[config.mk]
export PLATFORM = sky130hd
export DESIGN_NAME = rc_slope_adc
export DESIGN_NICKNAME = d
export VERILOG_FILES = /design/src/rtl/adc_seq_pkg.sv /design/src/rtl/adc_sync2.sv /design/src/rtl/adc_tick_timer.sv /design/src/rtl/adc_value_rom.sv /design/src/rtl/adc_seq_ctrl.sv /design/src/rtl/rc_slope_adc.sv
export SDC_FILE = /design/constraint.sdc
export NUM_CORES = 1
export LEC_CHECK = 0
export BUFFER_PORTS_ARGS = -buffer_cell sky130_fd_sc_hd__buf_2
export CAP_MARGIN = 20
export CORE_MARGIN = 3
export CORE_UTILIZATION = 54
export DETAILED_ROUTE_END_ITERATION = 8
export MAX_ROUTING_LAYER = met4
export PLACE_DENSITY = 0.74
export SLEW_MARGIN = 10
export SYNTH_ARGS = -nofsm -noshare
export SYNTH_HDL_FRONTEND = slang
export SYNTH_SLANG_ARGS = --single-unit
[constraint.sdc]
create_clock -name clk -period 2.16 [get_ports clk]
set_input_delay 0.108 -clock clk [delete_from_list [all_inputs] [get_ports clk]]
set_output_delay 0.108 -clock clk [all_outputs]
set_load 0.02 [all_outputs]
[src/rtl/adc_seq_pkg.sv]
// Shared types for the RC slope converter.
// Assumes nothing beyond the states listed; all widths live in the modules.
package adc_seq_pkg;
    typedef enum logic [2:0] {
        SQ_POWERUP   = 3'd0,  // pin low, waiting for the capacitor to empty
        SQ_IDLE      = 3'd1,  // waiting for start
        SQ_CHARGE    = 3'd2,  // pin high, sampling for a rising trip
        SQ_TOPUP     = 3'd3,  // pin high, charge settle after timeout
        SQ_DRAIN     = 3'd4,  // pin low, sampling for a falling trip
        SQ_EMPTY     = 3'd5   // pin low, final settle before done
    } seq_state_t;

    // Return the larger of two integers (used for counter sizing).
    function automatic int imax(input int a, input int b);
        return (a > b) ? a : b;
    endfunction
endpackage

[src/rtl/adc_sync2.sv]
// Two-flop synchroniser for the asynchronous comparator bit.
// Assumes the input may change at any time; output lags by two edges.
module adc_sync2 (
    input  logic clk,
    input  logic rst_n,
    input  logic async_i,
    output logic sync_o
);
    logic meta_q;

    // Shift the raw bit through two flops.
    always_ff @(posedge clk) begin
        if (!rst_n) begin
            meta_q <= 1'b0;
            sync_o <= 1'b0;
        end else begin
            meta_q <= async_i;
            sync_o <= meta_q;
        end
    end
endmodule

[src/rtl/adc_tick_timer.sv]
// Down-counter shared by padding, sample interval and settle waits.
// Loading value V makes zero_o true V edges later; the counter parks at zero.
// Assumes RST_VAL fits in W bits.
module adc_tick_timer #(
    parameter int W       = 8,
    parameter int RST_VAL = 0
) (
    input  logic         clk,
    input  logic         rst_n,
    input  logic         load_i,
    input  logic [W-1:0] load_val_i,
    output logic         zero_o
);
    logic [W-1:0] cnt_q;

    // Load on request, otherwise count down until zero.
    always_ff @(posedge clk) begin
        if (!rst_n) begin
            cnt_q <= W'(RST_VAL);
        end else if (load_i) begin
            cnt_q <= load_val_i;
        end else if (cnt_q != '0) begin
            cnt_q <= cnt_q - 1'b1;
        end
    end

    assign zero_o = (cnt_q == '0);

    AST_TMR_PARKS: assert property (@(posedge clk) disable iff (!rst_n)
        (zero_o && !load_i) |=> zero_o);
endmodule

[src/rtl/adc_value_rom.sv]
// Computed lookup table: entry i = (BASE + i*STEP) mod 2^DATA_W.
// Assumes addresses at or beyond DEPTH never occur; they read as zero.
module adc_value_rom #(
    parameter int DEPTH  = 158,
    parameter int ADDR_W = 8,
    parameter int DATA_W = 8,
    parameter int BASE   = 0,
    parameter int STEP   = 1
) (
    input  logic [ADDR_W-1:0] addr_i,
    output logic [DATA_W-1:0] data_o
);
    logic [DATA_W-1:0] tbl [DEPTH];

    for (genvar g = 0; g < DEPTH; g++) begin : g_entry
        assign tbl[g] = DATA_W'(BASE + g * STEP);
    end

    // Select the addressed entry, guarding the unused top of the range.
    always_comb begin
        data_o = '0;
        for (int i = 0; i < DEPTH; i++) begin
            if (int'(addr_i) == i) data_o = tbl[i];
        end
    end
endmodule

[src/rtl/adc_seq_ctrl.sv]
// Conversion sequencer: drives the capacitor pin, paces samples through the
// shared timer, counts samples per phase and forms the table index.
// Assumes comp_i is already synchronised and the timer zero flag becomes
// true exactly the loaded number of edges after a load.
module adc_seq_ctrl
    import adc_seq_pkg::*;
#(
    parameter int NUM_SAMPLES   = 79,
    parameter int SAMPLE_CYCLES = 60,
    parameter int PAD_CYCLES    = 2,
    parameter int SETTLE_CYCLES = 36000,
    parameter int TMR_W         = 16,
    parameter int IDX_W         = 8,
    parameter int CNT_W         = 7
) (
    input  logic             clk,
    input  logic             rst_n,
    input  logic             start_i,
    input  logic             comp_i,
    input  logic             tmr_zero_i,
    output logic             tmr_load_o,
    output logic [TMR_W-1:0] tmr_val_o,
    output logic             pin_o,
    output logic             fire_o,
    output logic [IDX_W-1:0] cap_idx_o
);
    localparam logic [CNT_W-1:0] LAST_CNT = CNT_W'(NUM_SAMPLES - 1);
    localparam logic [IDX_W-1:0] UPPER    = IDX_W'(NUM_SAMPLES);
    localparam logic [TMR_W-1:0] PAD_LD   = TMR_W'(PAD_CYCLES - 1);
    localparam logic [TMR_W-1:0] SMP_LD   = TMR_W'(SAMPLE_CYCLES - 1);
    localparam logic [TMR_W-1:0] SET_LD   = TMR_W'(SETTLE_CYCLES - 1);

    seq_state_t       state_q, state_d;
    logic             pin_d;
    logic [CNT_W-1:0] cnt_q, cnt_d;
    logic [IDX_W-1:0] cap_q, cap_d;

    // Next-state, timer loads and index formation.
    always_comb begin
        state_d    = state_q;
        pin_d      = pin_o;
        cnt_d      = cnt_q;
        cap_d      = cap_q;
        tmr_load_o = 1'b0;
        tmr_val_o  = '0;
        fire_o     = 1'b0;
        case (state_q)
            SQ_POWERUP: begin
                if (tmr_zero_i) state_d = SQ_IDLE;
            end
            SQ_IDLE: begin
                if (start_i) begin
                    state_d    = SQ_CHARGE;
                    pin_d      = 1'b1;
                    cnt_d      = '0;
                    tmr_load_o = 1'b1;
                    tmr_val_o  = PAD_LD;
                end
            end
            SQ_CHARGE: begin
                if (tmr_zero_i) begin
                    tmr_load_o = 1'b1;
                    if (comp_i) begin
                        cap_d     = IDX_W'(cnt_q);
                        pin_d     = 1'b0;
                        state_d   = SQ_EMPTY;
                        tmr_val_o = SET_LD;
                    end else if (cnt_q == LAST_CNT) begin
                        state_d   = SQ_TOPUP;
                        tmr_val_o = SET_LD;
                    end else begin
                        cnt_d     = cnt_q + 1'b1;
                        tmr_val_o = SMP_LD;
                    end
                end
            end
            SQ_TOPUP: begin
                if (tmr_zero_i) begin
                    state_d    = SQ_DRAIN;
                    pin_d      = 1'b0;
                    cnt_d      = '0;
                    tmr_load_o = 1'b1;
                    tmr_val_o  = PAD_LD;
                end
            end
            SQ_DRAIN: begin
                if (tmr_zero_i) begin
                    tmr_load_o = 1'b1;
                    if (!comp_i || cnt_q == LAST_CNT) begin
                        cap_d     = IDX_W'(cnt_q) + UPPER;
                        state_d   = SQ_EMPTY;
                        tmr_val_o = SET_LD;
                    end else begin
                        cnt_d     = cnt_q + 1'b1;
                        tmr_val_o = SMP_LD;
                    end
                end
            end
            SQ_EMPTY: begin
                if (tmr_zero_i) begin
                    fire_o  = 1'b1;
                    state_d = SQ_IDLE;
                end
            end
            default: begin
                state_d = SQ_IDLE;
                pin_d   = 1'b0;
            end
        endcase
    end

    // Register sequencer state, pin and phase count.
    always_ff @(posedge clk) begin
        if (!rst_n) begin
            state_q <= SQ_POWERUP;
            pin_o   <= 1'b0;
            cnt_q   <= '0;
            cap_q   <= '0;
        end else begin
            state_q <= state_d;
            pin_o   <= pin_d;
            cnt_q   <= cnt_d;
            cap_q   <= cap_d;
        end
    end

    assign cap_idx_o = cap_q;

    AST_PIN_LOW_WAITING: assert property (@(posedge clk) disable iff (!rst_n)
        (state_q == SQ_IDLE || state_q == SQ_POWERUP || state_q == SQ_EMPTY) |-> !pin_o);
    AST_PIN_HIGH_CHARGE: assert property (@(posedge clk) disable iff (!rst_n)
        (state_q == SQ_CHARGE || state_q == SQ_TOPUP) |-> pin_o);
    AST_COUNT_BOUND: assert property (@(posedge clk) disable iff (!rst_n)
        cnt_q <= LAST_CNT);
    AST_INDEX_RANGE: assert property (@(posedge clk) disable iff (!rst_n)
        int'(cap_q) < 2 * NUM_SAMPLES);
    AST_BUSY_IGNORES_START: assert property (@(posedge clk) disable iff (!rst_n)
        (state_q == SQ_CHARGE && !tmr_zero_i) |=> state_q == SQ_CHARGE);
endmodule

[src/rtl/rc_slope_adc.sv]
// RC slope voltage converter top: synchroniser, shared timer, sequencer,
// computed value ROM and the result registers presented with done.
// Assumes an external RC network whose comparator flips monotonically
// within each phase. Result registers move only on the done strobe.
module rc_slope_adc
    import adc_seq_pkg::*;
#(
    parameter int NUM_SAMPLES   = 79,
    parameter int SAMPLE_CYCLES = 60,
    parameter int PAD_CYCLES    = 2,
    parameter int SETTLE_CYCLES = 36000,
    parameter int DATA_W        = 8,
    parameter int ENTRY_BASE    = 0,
    parameter int ENTRY_STEP    = 1,
    parameter int IDX_W         = $clog2(2 * NUM_SAMPLES)
) (
    input  logic              clk,
    input  logic              rst_n,
    input  logic              start_i,
    input  logic              comp_i,
    output logic              charge_o,
    output logic              done_o,
    output logic [IDX_W-1:0]  index_o,
    output logic [DATA_W-1:0] value_o
);
    localparam int DEPTH   = 2 * NUM_SAMPLES;
    localparam int CNT_W   = $clog2(NUM_SAMPLES + 1);
    localparam int TMR_MAX = imax(imax(SETTLE_CYCLES, SAMPLE_CYCLES), PAD_CYCLES);
    localparam int TMR_W   = $clog2(TMR_MAX + 1);

    logic              comp_s;
    logic              tmr_load, tmr_zero, fire;
    logic [TMR_W-1:0]  tmr_val;
    logic [IDX_W-1:0]  cap_idx;
    logic [DATA_W-1:0] rom_data;

    adc_sync2 u_sync (
        .clk     (clk),
        .rst_n   (rst_n),
        .async_i (comp_i),
        .sync_o  (comp_s)
    );

    adc_tick_timer #(
        .W       (TMR_W),
        .RST_VAL (SETTLE_CYCLES - 1)
    ) u_timer (
        .clk        (clk),
        .rst_n      (rst_n),
        .load_i     (tmr_load),
        .load_val_i (tmr_val),
        .zero_o     (tmr_zero)
    );

    adc_seq_ctrl #(
        .NUM_SAMPLES   (NUM_SAMPLES),
        .SAMPLE_CYCLES (SAMPLE_CYCLES),
        .PAD_CYCLES    (PAD_CYCLES),
        .SETTLE_CYCLES (SETTLE_CYCLES),
        .TMR_W         (TMR_W),
        .IDX_W         (IDX_W),
        .CNT_W         (CNT_W)
    ) u_ctrl (
        .clk        (clk),
        .rst_n      (rst_n),
        .start_i    (start_i),
        .comp_i     (comp_s),
        .tmr_zero_i (tmr_zero),
        .tmr_load_o (tmr_load),
        .tmr_val_o  (tmr_val),
        .pin_o      (charge_o),
        .fire_o     (fire),
        .cap_idx_o  (cap_idx)
    );

    adc_value_rom #(
        .DEPTH  (DEPTH),
        .ADDR_W (IDX_W),
        .DATA_W (DATA_W),
        .BASE   (ENTRY_BASE),
        .STEP   (ENTRY_STEP)
    ) u_rom (
        .addr_i (cap_idx),
        .data_o (rom_data)
    );

    // Present index and table value together with the done strobe.
    always_ff @(posedge clk) begin
        if (!rst_n) begin
            done_o  <= 1'b0;
            index_o <= '0;
            value_o <= '0;
        end else begin
            done_o <= fire;
            if (fire) begin
                index_o <= cap_idx;
                value_o <= rom_data;
            end
        end
    end

    AST_DONE_ONE_CYCLE: assert property (@(posedge clk) disable iff (!rst_n)
        done_o |=> !done_o);
    AST_RESULT_HOLDS: assert property (@(posedge clk) disable iff (!rst_n)
        !done_o |-> ($stable(index_o) && $stable(value_o)));
    AST_DONE_PIN_LOW: assert property (@(posedge clk) disable iff (!rst_n)
        done_o |-> !charge_o);
endmodule

Yosys cells after proc, flatten, opt, wreduce, memory -nomap -nowiden
Cells that the tools add are included.
{ "classes": {"add_sub_neg": 3, "n_eq_ne": 174, "muxes": 198, "bitwise": 1, "n_reduce_logical": 15} }
{ "op_table": {"columns": ["op", "n"], "rows": [
  ["8-bit equality test, second input constant", 94],
  ["7-bit two-way mux", 71],
  ["8-bit two-way mux", 34],
  ["8-bit by 7-bit equality test with 1-bit output, second input constant", 32],
  ["6-bit two-way mux", 32],
  ["8-bit by 6-bit equality test with 1-bit output, second input constant", 16],
  ["16-bit two-way mux", 7],
  ["5-bit two-way mux", 16],
  ["8-bit by 5-bit equality test with 1-bit output, second input constant", 8],
  ["16-bit case mux with 4 select lines", 1],
  ["3-bit two-way mux", 12],
  ["8-bit by 4-bit equality test with 1-bit output, second input constant", 4],
  ["4-bit two-way mux", 8],
  ["7-bit case mux with 4 select lines", 1],
  ["8-bit by 3-bit equality test with 1-bit output, second input constant", 2],
  ["16-bit logical NOT", 1],
  ["2-bit != test, second input constant", 8],
  ["8-bit case mux with 2 select lines", 1],
  ["16-bit nonzero test", 1],
  ["16-bit by 1-bit subtractor with 16-bit output, second input constant", 1],
  ["3-bit case mux with 5 select lines", 1],
  ["1-bit two-way mux", 10],
  ["5-bit AND reduction", 2],
  ["7-bit by 7-bit adder with 8-bit output, second input constant", 1],
  ["21 further kinds", 27]
]} }
{ "word_totals": {"register_bits": 54, "inputBits": 4, "out_inout_bits": 18, "wordCells": 401} }

Logic depth before layout (Yosys ltp)
Gate-level depths: netlist of run 1.
{ "depth": {"depth_word": 158, "ltp_mapped": 9, "depth_no_buf": 8} }

Modules after synthesis
From an unflattened synthesis of run 1, not the netlist that was laid out.
{ "hier_totals": {"cells_unflattened": 481, "area_unflattened_um2": 3957.5} }
{ "modules_own_cells": {"columns": ["module", "n_inst", "cells_each", "area_each_um2", "seq_area_each_um2"], "rows": [
  ["adc_seq_ctrl", 1, 165, 1358.8, 380.4],
  ["adc_tick_timer", 1, 117, 988.4, 320.3],
  ["adc_value_rom", 1, 142, 914.6, 0.0],
  ["rc_slope_adc", 1, 53, 643.1, 340.3],
  ["adc_sync2", 1, 4, 52.6, 40.0]
]} }

Worst setup path before layout of run 1
OpenSTA, ideal clock, no wires.
{ "synth_timing": {"path_kind": "reg-to-reg", "startpoint": "reg u_timer.cnt_q[4]", "endpoint": "reg u_ctrl.cap_q[7] (netlist: u_ctrl.cap_idx_o[7])", "setup_time_ps": 67, "t_arrival_ps": 2140, "t_required_ps": 2093, "slack_ps": -47, "stages_incl_launch_ff": 9, "path_buffers": 2, "synth_period_minus_slack_ps": 2207, "cell_sequence": "dfxtp_1 -> nor4_4 -> nand4_2 -> or2_0 -> buf_2 -> or3_1 -> buf_2 -> or3_1 -> a21oi_2"} }
{ "synth_between": {"elab_chain_len": 3, "elab_cells_between_ends": 4, "cone_classes": "2 x eq/ne; 2 x reduce/logical"} }
{ "synth_lines": {"columns": ["item", "line_no", "text"], "rows": [
  ["start: declaration", "adc_tick_timer.sv:14", "logic [W-1:0] cnt_q;"],
  ["start signal: assignment", "adc_tick_timer.sv:19", "cnt_q <= W'(RST_VAL);"],
  ["start signal: assignment", "adc_tick_timer.sv:21", "cnt_q <= load_val_i;"],
  ["start signal: assignment", "adc_tick_timer.sv:23", "cnt_q <= cnt_q - 1'b1;"],
  ["16-bit logical NOT *", "adc_tick_timer.sv:27", "assign zero_o = (cnt_q == '0);"],
  ["2-bit != test (no line)", null, null],
  ["5-bit AND reduction (no line) *", null, null],
  ["end signal: assignment", "adc_seq_ctrl.sv:123", "cap_q <= cap_d;"],
  ["end: declaration", "adc_seq_ctrl.sv:36", "logic [IDX_W-1:0] cap_q, cap_d;"]
]} }
Every way passes the cells marked *; elsewhere a longest branch is shown, timed or not.
A chain may end at the register's enable or synchronous reset.

Worst setup path in the final report of run 1
{ "layout_timing": {"startpoint": "reg u_timer.cnt_q[2]", "endpoint": "reg u_ctrl.cnt_q[6]"} }
{ "layout_between": {"elab_chain_len": 3, "elab_cells_between_ends": 5, "cone_classes": "3 x eq/ne; 2 x reduce/logical"} }
{ "layout_lines": {"columns": ["item", "line_no", "text"], "rows": [
  ["16-bit logical NOT *", "adc_tick_timer.sv:27", null],
  ["2-bit != test (no line)", null, null],
  ["8-bit AND reduction (no line) *", null, null],
  ["end signal: assignment", "adc_seq_ctrl.sv:122", "cnt_q <= cnt_d;"],
  ["end: declaration", "adc_seq_ctrl.sv:35", "logic [CNT_W-1:0] cnt_q, cnt_d;"]
]} }
Marked as above.

==> out/results.txt, run 1 <==
Status: complete, but fails checks
Failing checks: setup timing
Placed insts: 501
FF+latch count, synth: 54
CTS root buf: clkbuf_8
CTS buffer count: 5
HP Class: input port to flop
Data arrival, critical path: 2.43 ns
I/O pin count: 22
CP startpoint: u_timer.cnt_q[2]$_SDFFE_PN1P_
Min Tclk post-route: 2.17 ns
Setup crit end kind: flop
Post-DP HPWL: 5640 um
GP Congestion: 0.932
H-tree Lvls: 2
Period utilization: 101%
Setup violations, final: 1
Vias in the first global route: 2839
CP Max Fanout: 4
GRT Residual Overflow: 0
Layout Nets: 453
Routed Antenna Nets: 0
FFs w/ async S/R, synth: 0%
Sequential-to-total area share from yosys stat: 35.1%
Vias: 3040
Chip Height: 81.5 um
Ys flop type: dfxtp_1
DIE WIDTH: 81.5 um
GRT Resource Usage Total: 25.6%
Die ar.: 6640 sq um
Post-route cell area: 3600 sq um
Power density cells: 459 nW/um^2
Critical R2R Launch: u_timer.cnt_q[2]$_SDFFE_PN1P_
CTS max path bufs: 2
Kind of start point of the critical path: flop
Avg WL per Cell: 15.2 um
Number of diodes: 0
Critical path data required time: 2.42 ns
Max-slew violation count: 0
Final hold viol count: 0
Number of enable flip-flop cells after synthesis: 0
Syn_nets: 420
Initial antenna violation count: 0
Post-Syn Instances: 411
Worst Max-Slew Pin Slew: 0.522 ns
Share of layout cells above drive strength 1: 20.0%
Synth unique cells: 54
Clk sinks: 54
Vias/cell: 5.90
Number of port buffers: 21
Max Clk Rate: 0.460 GHz
Clock latency on the worst-skew pair: 0.31 ns
Detailed Route Iter0 Violations: 203
Final setup skew: 0.0123 ns
Non-filler cells, final: 515
RSZ-0062 raised after global routing: true
Starting Density: 58.0%
Placed inst area: 3400 sq um
Rows: 26
Clock transition at path regs: 0.10 ns
CTS tree: done
Mapped Area: 3080 sq um
Hold_sp: rst_n
Final WS setup: -0.0146 ns
Total leakage power: 1.30 nW
DR pass1 iterations: 5
Synth warnings: 0
Peak VDD IR: 0.000331 V
Worst slew margin: 65.2%
Max-cap viol count: 0
Average size of a mapped cell: 7.49 sq um
Largest net degree at the start of global routing: 25
Total Routed Length: 7850 um
Area growth, synth to finish: 17.0%
First-pass GRT wire length: 13100 um
CP Class: flop to flop
Post-route DRC violation count: 0
Core Region: 5300 sq um
-- cell type report --
| class | count | area (sq um) |
|---|---|---|
| Clock inverter | 2 | 16.3 |
| Tap cell | 70 | 87.6 |
| Sequential cell | 54 | 1090 |
| Clock buffer | 6 | 82.6 |
| Timing Repair Buffer | 59 | 405 |
| Fill cell | 449 | 1700 |
| Inverter | 10 | 37.5 |
| Multi-Input combinational cell | 314 | 1880 |
-- report_power, final --
part / internal, W / leakage, nW / switching, W
combinational: 0.0000174 / 0.812 / 0.0000289
clock: 0.000264 / 0.0478 / 0.000333
sequential: 0.00100 / 0.436 / 0.00000700
total: 0.00128 / 1.30 / 0.000369
-- worst paths after layout --
check                                  end  slack (ns)  depth (start not counted)
max reg2reg   u_ctrl.cnt_q[6]$_SDFFE_PN0P_       -0.01                          7
min          u_timer.cnt_q[3]$_SDFFE_PN1P_        0.07                          2
min reg2reg        index_o[7]$_SDFFE_PN0P_        0.45                          2
max           u_ctrl.cnt_q[6]$_SDFFE_PN0P_       -0.01                          7
-- per-layer routing --
metal	vias up	part of all wire, %	global-route usage, %
met1	1425	43	31.8
met5	-	0	-
met4	0	2.6	12.3
met2	93	50	41.2
li1	1500	-	-
met3	22	4.3	3.40
-- cell families (layout without fill, tap and decap cells) --
family / after synthesis / count (layout) / synth area share, %
fa+ha+maj: 5 / 5 / 2.03
buf+inv: 43 / 77 / 5.33
compound gates: 107 / 107 / 21.7
simple gates: 177 / 177 / 28.7
flops: 54 / 54 / 35.1
xor+xnor: 25 / 25 / 7.12
-- metrics by stage --
stage	TNS (ns)	worst slack (ns)	power (W)	util (%)	hold slack, ns
after floorplan	-0.0201	-0.0201	0.00106	-	0.184
final	-0.0146	-0.0146	0.00165	67.9	0.0732
after global placement	0	0.103	0.00107	64.0	0.319
after detailed placement	0	0.0148	0.00108	64.0	0.320
after CTS	0	0.0196	0.00166	66.3	0.0726
after global routing	-0.284	-0.0879	0.00171	67.9	0.117
-- synth_stat cells (2+ instances only) --
cell type,instances,share of area [%]
nand2_1,63,7.7
dfxtp_1,54,35
nor2_1,41,5.0
a21oi_1,38,6.2
clkbuf_1,31,3.8
o21ai_0,23,3.7
xnor2_1,13,3.7
xor2_1,12,3.4
nor3_1,11,1.8
inv_1,10,1.2
nand2b_1,8,1.6
nand3_1,8,1.3
a31oi_1,6,1.2
nor4_1,6,1.2
o211ai_1,6,1.5
ha_1,5,2.0
nand4_1,5,1.0
nor2b_1,5,1.0
o21a_1,4,0.98
o22ai_1,4,0.81
or3_1,4,0.81
a22oi_1,3,0.73
and2_1,3,0.61
nand3b_1,3,0.73
nor3b_1,3,0.73
o31ai_1,3,0.73
or2_2,3,0.61
or4_1,3,0.73
a211oi_1,2,0.49
and3_1,2,0.41
buf_2,2,0.33
nand4b_1,2,0.57
o311ai_0,2,0.57
o31a_1,2,0.57
o41ai_1,2,0.57
-- state kept, by name, summed over array words and instances, names as in the netlist --
signal,flops
index_o,8
done_o,1
value_o,8
u_ctrl.pin_o,1
u_sync.meta_q,1
u_ctrl.cap_idx_o,8
u_timer.cnt_q,16
u_sync.sync_o,1
u_ctrl.state_q,3
u_ctrl.cnt_q,7
-- cells in the final DEF, fill, tap and decap left out, types with 4 or more instances in the layout --
cell type and n:
nand2_1 62, dfxtp_1 52, nor2_1 40, a21oi_1 36, buf_4 36, o21ai_0 23
buf_2 21, xnor2_1 13, xor2_1 12, inv_1 10, nor3_1 10, nand2b_1 8
nand3_1 8, nor4_1 6, o211ai_1 6, a31oi_1 6, clkbuf_8 6, nand4_1 5
ha_1 5, nor2b_1 4, o21a_1 4, o22ai_1 4
-- what timing repair did --
item,CTS,global route
endpoints found under the setup margin,2,21
resized for setup,1,15
hold endpoints to repair,1,0
pin swaps,0,6
hold buffers,1,0
buffers inserted,0,5
-- worst max-delay path, cell delays in order, from the launching register on --
cell	delay, ns
dfxtp_1	0.36
nor2_1	0.28
buf_4	0.18
nand4b_1	0.18
a2111oi_4	0.37
nor2_2	0.12
or4_4	0.50
a21oi_2	0.13
No activity file was read; power rests on OpenSTA's default activity.
==> run 2: changes to the inputs <==
- CORE_MARGIN: 3 -> 5
- SETUP_SLACK_MARGIN: not set -> 0.4
==> run 2 against run 1 <==
Compared with the run above:
- the run now ends clean
- flip-flop and latch count unchanged
- cell count is 2.3% higher
- critical endpoint is now u_ctrl.cap_idx_o[7]$_SDFFE_PN0P_
- setup slack gained 0.082 ns
- clock skew increased by 0.0045 ns
- routed wire length up 15%
- worst hold slack improved by 0.0026 ns
- clock power is 3% higher
- critical path depth rose by 1
- register-to-register slack gained 0.08 ns
- global-route usage decreased by 3.1 points
- clock-buffer cell count is 1 lower
- largest cell class unchanged
- non-clock buffer count up 10
==> out/results.txt, run 2 (synthesis gave the netlist of run 1 again) <==
Status: complete, no violations
Layout Nets: 463
Chip Height: 85.5 um
Most common cell after layout, fill and taps aside: nand2_1
DR pass1 iterations: 5
Die ar.: 7310 sq um
Worst Max-Slew Pin Slew: 0.571 ns
Area growth, synth to finish: 34.8%
Kind of start point of the critical path: flop
Critical path data required time: 2.41 ns
Avg WL per Cell: 17.2 um
Final WS setup: 0.0678 ns
H-tree Lvls: 2
Starting Density: 55.9%
Min Tclk post-route: 2.09 ns
Max-cap viol count: 0
Max reg flops: 16
Initial antenna violation count: 0
GRT Resource Usage Total: 22.5%
CP Class: flop to flop
Final setup skew: 0.0168 ns
Peak VDD IR: 0.000280 V
Max-slew violation count: 0
Largest net degree at the start of global routing: 25
Total leakage power: 1.49 nW
Post-DP HPWL: 5200 um
Reg with most FFs: u_timer.cnt_q
CTS tree: done
CP Max Fanout: 3
Setup crit end kind: flop
Clock latency on the worst-skew pair: 0.32 ns
Total Routed Length: 9060 um
Setup violations, final: 0
Vias: 3243
Pre-CTS setup slack: 0.0468 ns
Rows: 27
Post-route DRC violation count: 0
Max Clk Rate: 0.478 GHz
GRT Residual Overflow: 0
Power density cells: 404 nW/um^2
CTS root buf: clkbuf_8
CTS buffer count: 5
Number of diodes: 0
Vias in the first global route: 2923
I/O pin count: 22
Final core occ: 75.3%
Worst slew margin: 61.9%
Clock transition at path regs: 0.12 ns
Clk sinks: 54
Vias/cell: 6.15
Layout fillers: 382
Most frequent cells in the layout: nand2_1, dfxtp_1, nor2_1, buf_4, buf_2
Detailed Route Iter0 Violations: 213
Share of layout cells above drive strength 1: 35.8%
Period utilization: 96.9%
Routed Antenna Nets: 0
Final hold viol count: 0
DIE WIDTH: 85.5 um
Core Region: 5510 sq um
RSZ-0062 raised after global routing: true
CTS max path bufs: 2
GP Congestion: 0.942
First-pass GRT wire length: 13200 um
Data arrival, critical path: 2.34 ns
Number of port buffers: 21
HP Class: input port to flop
## run 2: area by class of cell
type	count	area, sq um	area share [%]
Clock buffer	5	68.8	1.66
Clock inverter	3	28.8	0.694
Tap cell	72	90.1	2.17
Multi-Input combinational cell	314	2220	53.4
Timing Repair Buffer	69	603	14.5
Sequential cell	54	1100	26.6
Inverter	10	37.5	0.905
## run 2: metrics by stage
| stage | cells | hold WS, ns | setup TNS, ns | cell area (sq um) | power, W |
|---|---|---|---|---|---|
| after detailed placement | 496 | 0.326 | 0 | 3370 | 0.00107 |
| after floorplan | 411 | 0.184 | 0 | 3130 | 0.00106 |
| after CTS | 518 | 0.0656 | 0 | 3790 | 0.00168 |
| final | 527 | 0.0758 | 0 | 4150 | 0.00168 |
| after global routing | 527 | 0.0733 | -0.000292 | 4150 | 0.00174 |
| after global placement | 496 | 0.320 | 0 | 3370 | 0.00107 |
## run 2: timing repair
action                                 in CTS  in global routing
setup buffers                              11                  7
setup endpoints to repair                  46                 52
gates resized for setup                    54                 71
cloned                                      2                  2
endpoints found under the hold margin       1                  0
pin swaps                                  25                 26
hold buffers                                1                  0
## run 2: critical path, cell delays in order (launching register included)
cell	delay, ns
dfxtp_4	0.36
inv_2	0.06
ha_2	0.18
nand4bb_1	0.18
o21ai_1	0.25
a22oi_1	0.15
or3_4	0.41
or3_4	0.34
a21oi_2	0.11
## run 2: per-layer routing
metal	global-route usage (%)	routed length, um	vias to the layer above
met2	39.0	4590	130
met4	7.05	242	0
met3	3.79	470	27
met5	-	0	-
met1	26.6	3760	1548
li1	-	-	1538
## run 2: worst paths after layout
check	from	end	slack [ns]	depth (start not counted)
max reg2reg	u_ctrl.cnt_q[0]$_SDFFE_PN0P_	u_ctrl.cap_idx_o[7]$_SDFFE_PN0P_	0.07	8
min reg2reg	u_sync.meta_q$_SDFF_PN0_	u_sync.sync_o$_SDFF_PN0_	0.44	1
min	rst_n	u_timer.cnt_q[3]$_SDFFE_PN1P_	0.08	2
max	u_ctrl.cnt_q[0]$_SDFFE_PN0P_	u_ctrl.cap_idx_o[7]$_SDFFE_PN0P_	0.07	8
## run 2: report_power, final
part | internal, W | leakage, nW | total, W | switching, W
clock | 0.000243 | 0.0506 | 0.000616 | 0.000372
combinational | 0.0000211 | 0.999 | 0.0000556 | 0.0000345
sequential | 0.000999 | 0.441 | 0.00101 | 0.00000685
total | 0.00126 | 1.49 | 0.00168 | 0.000414
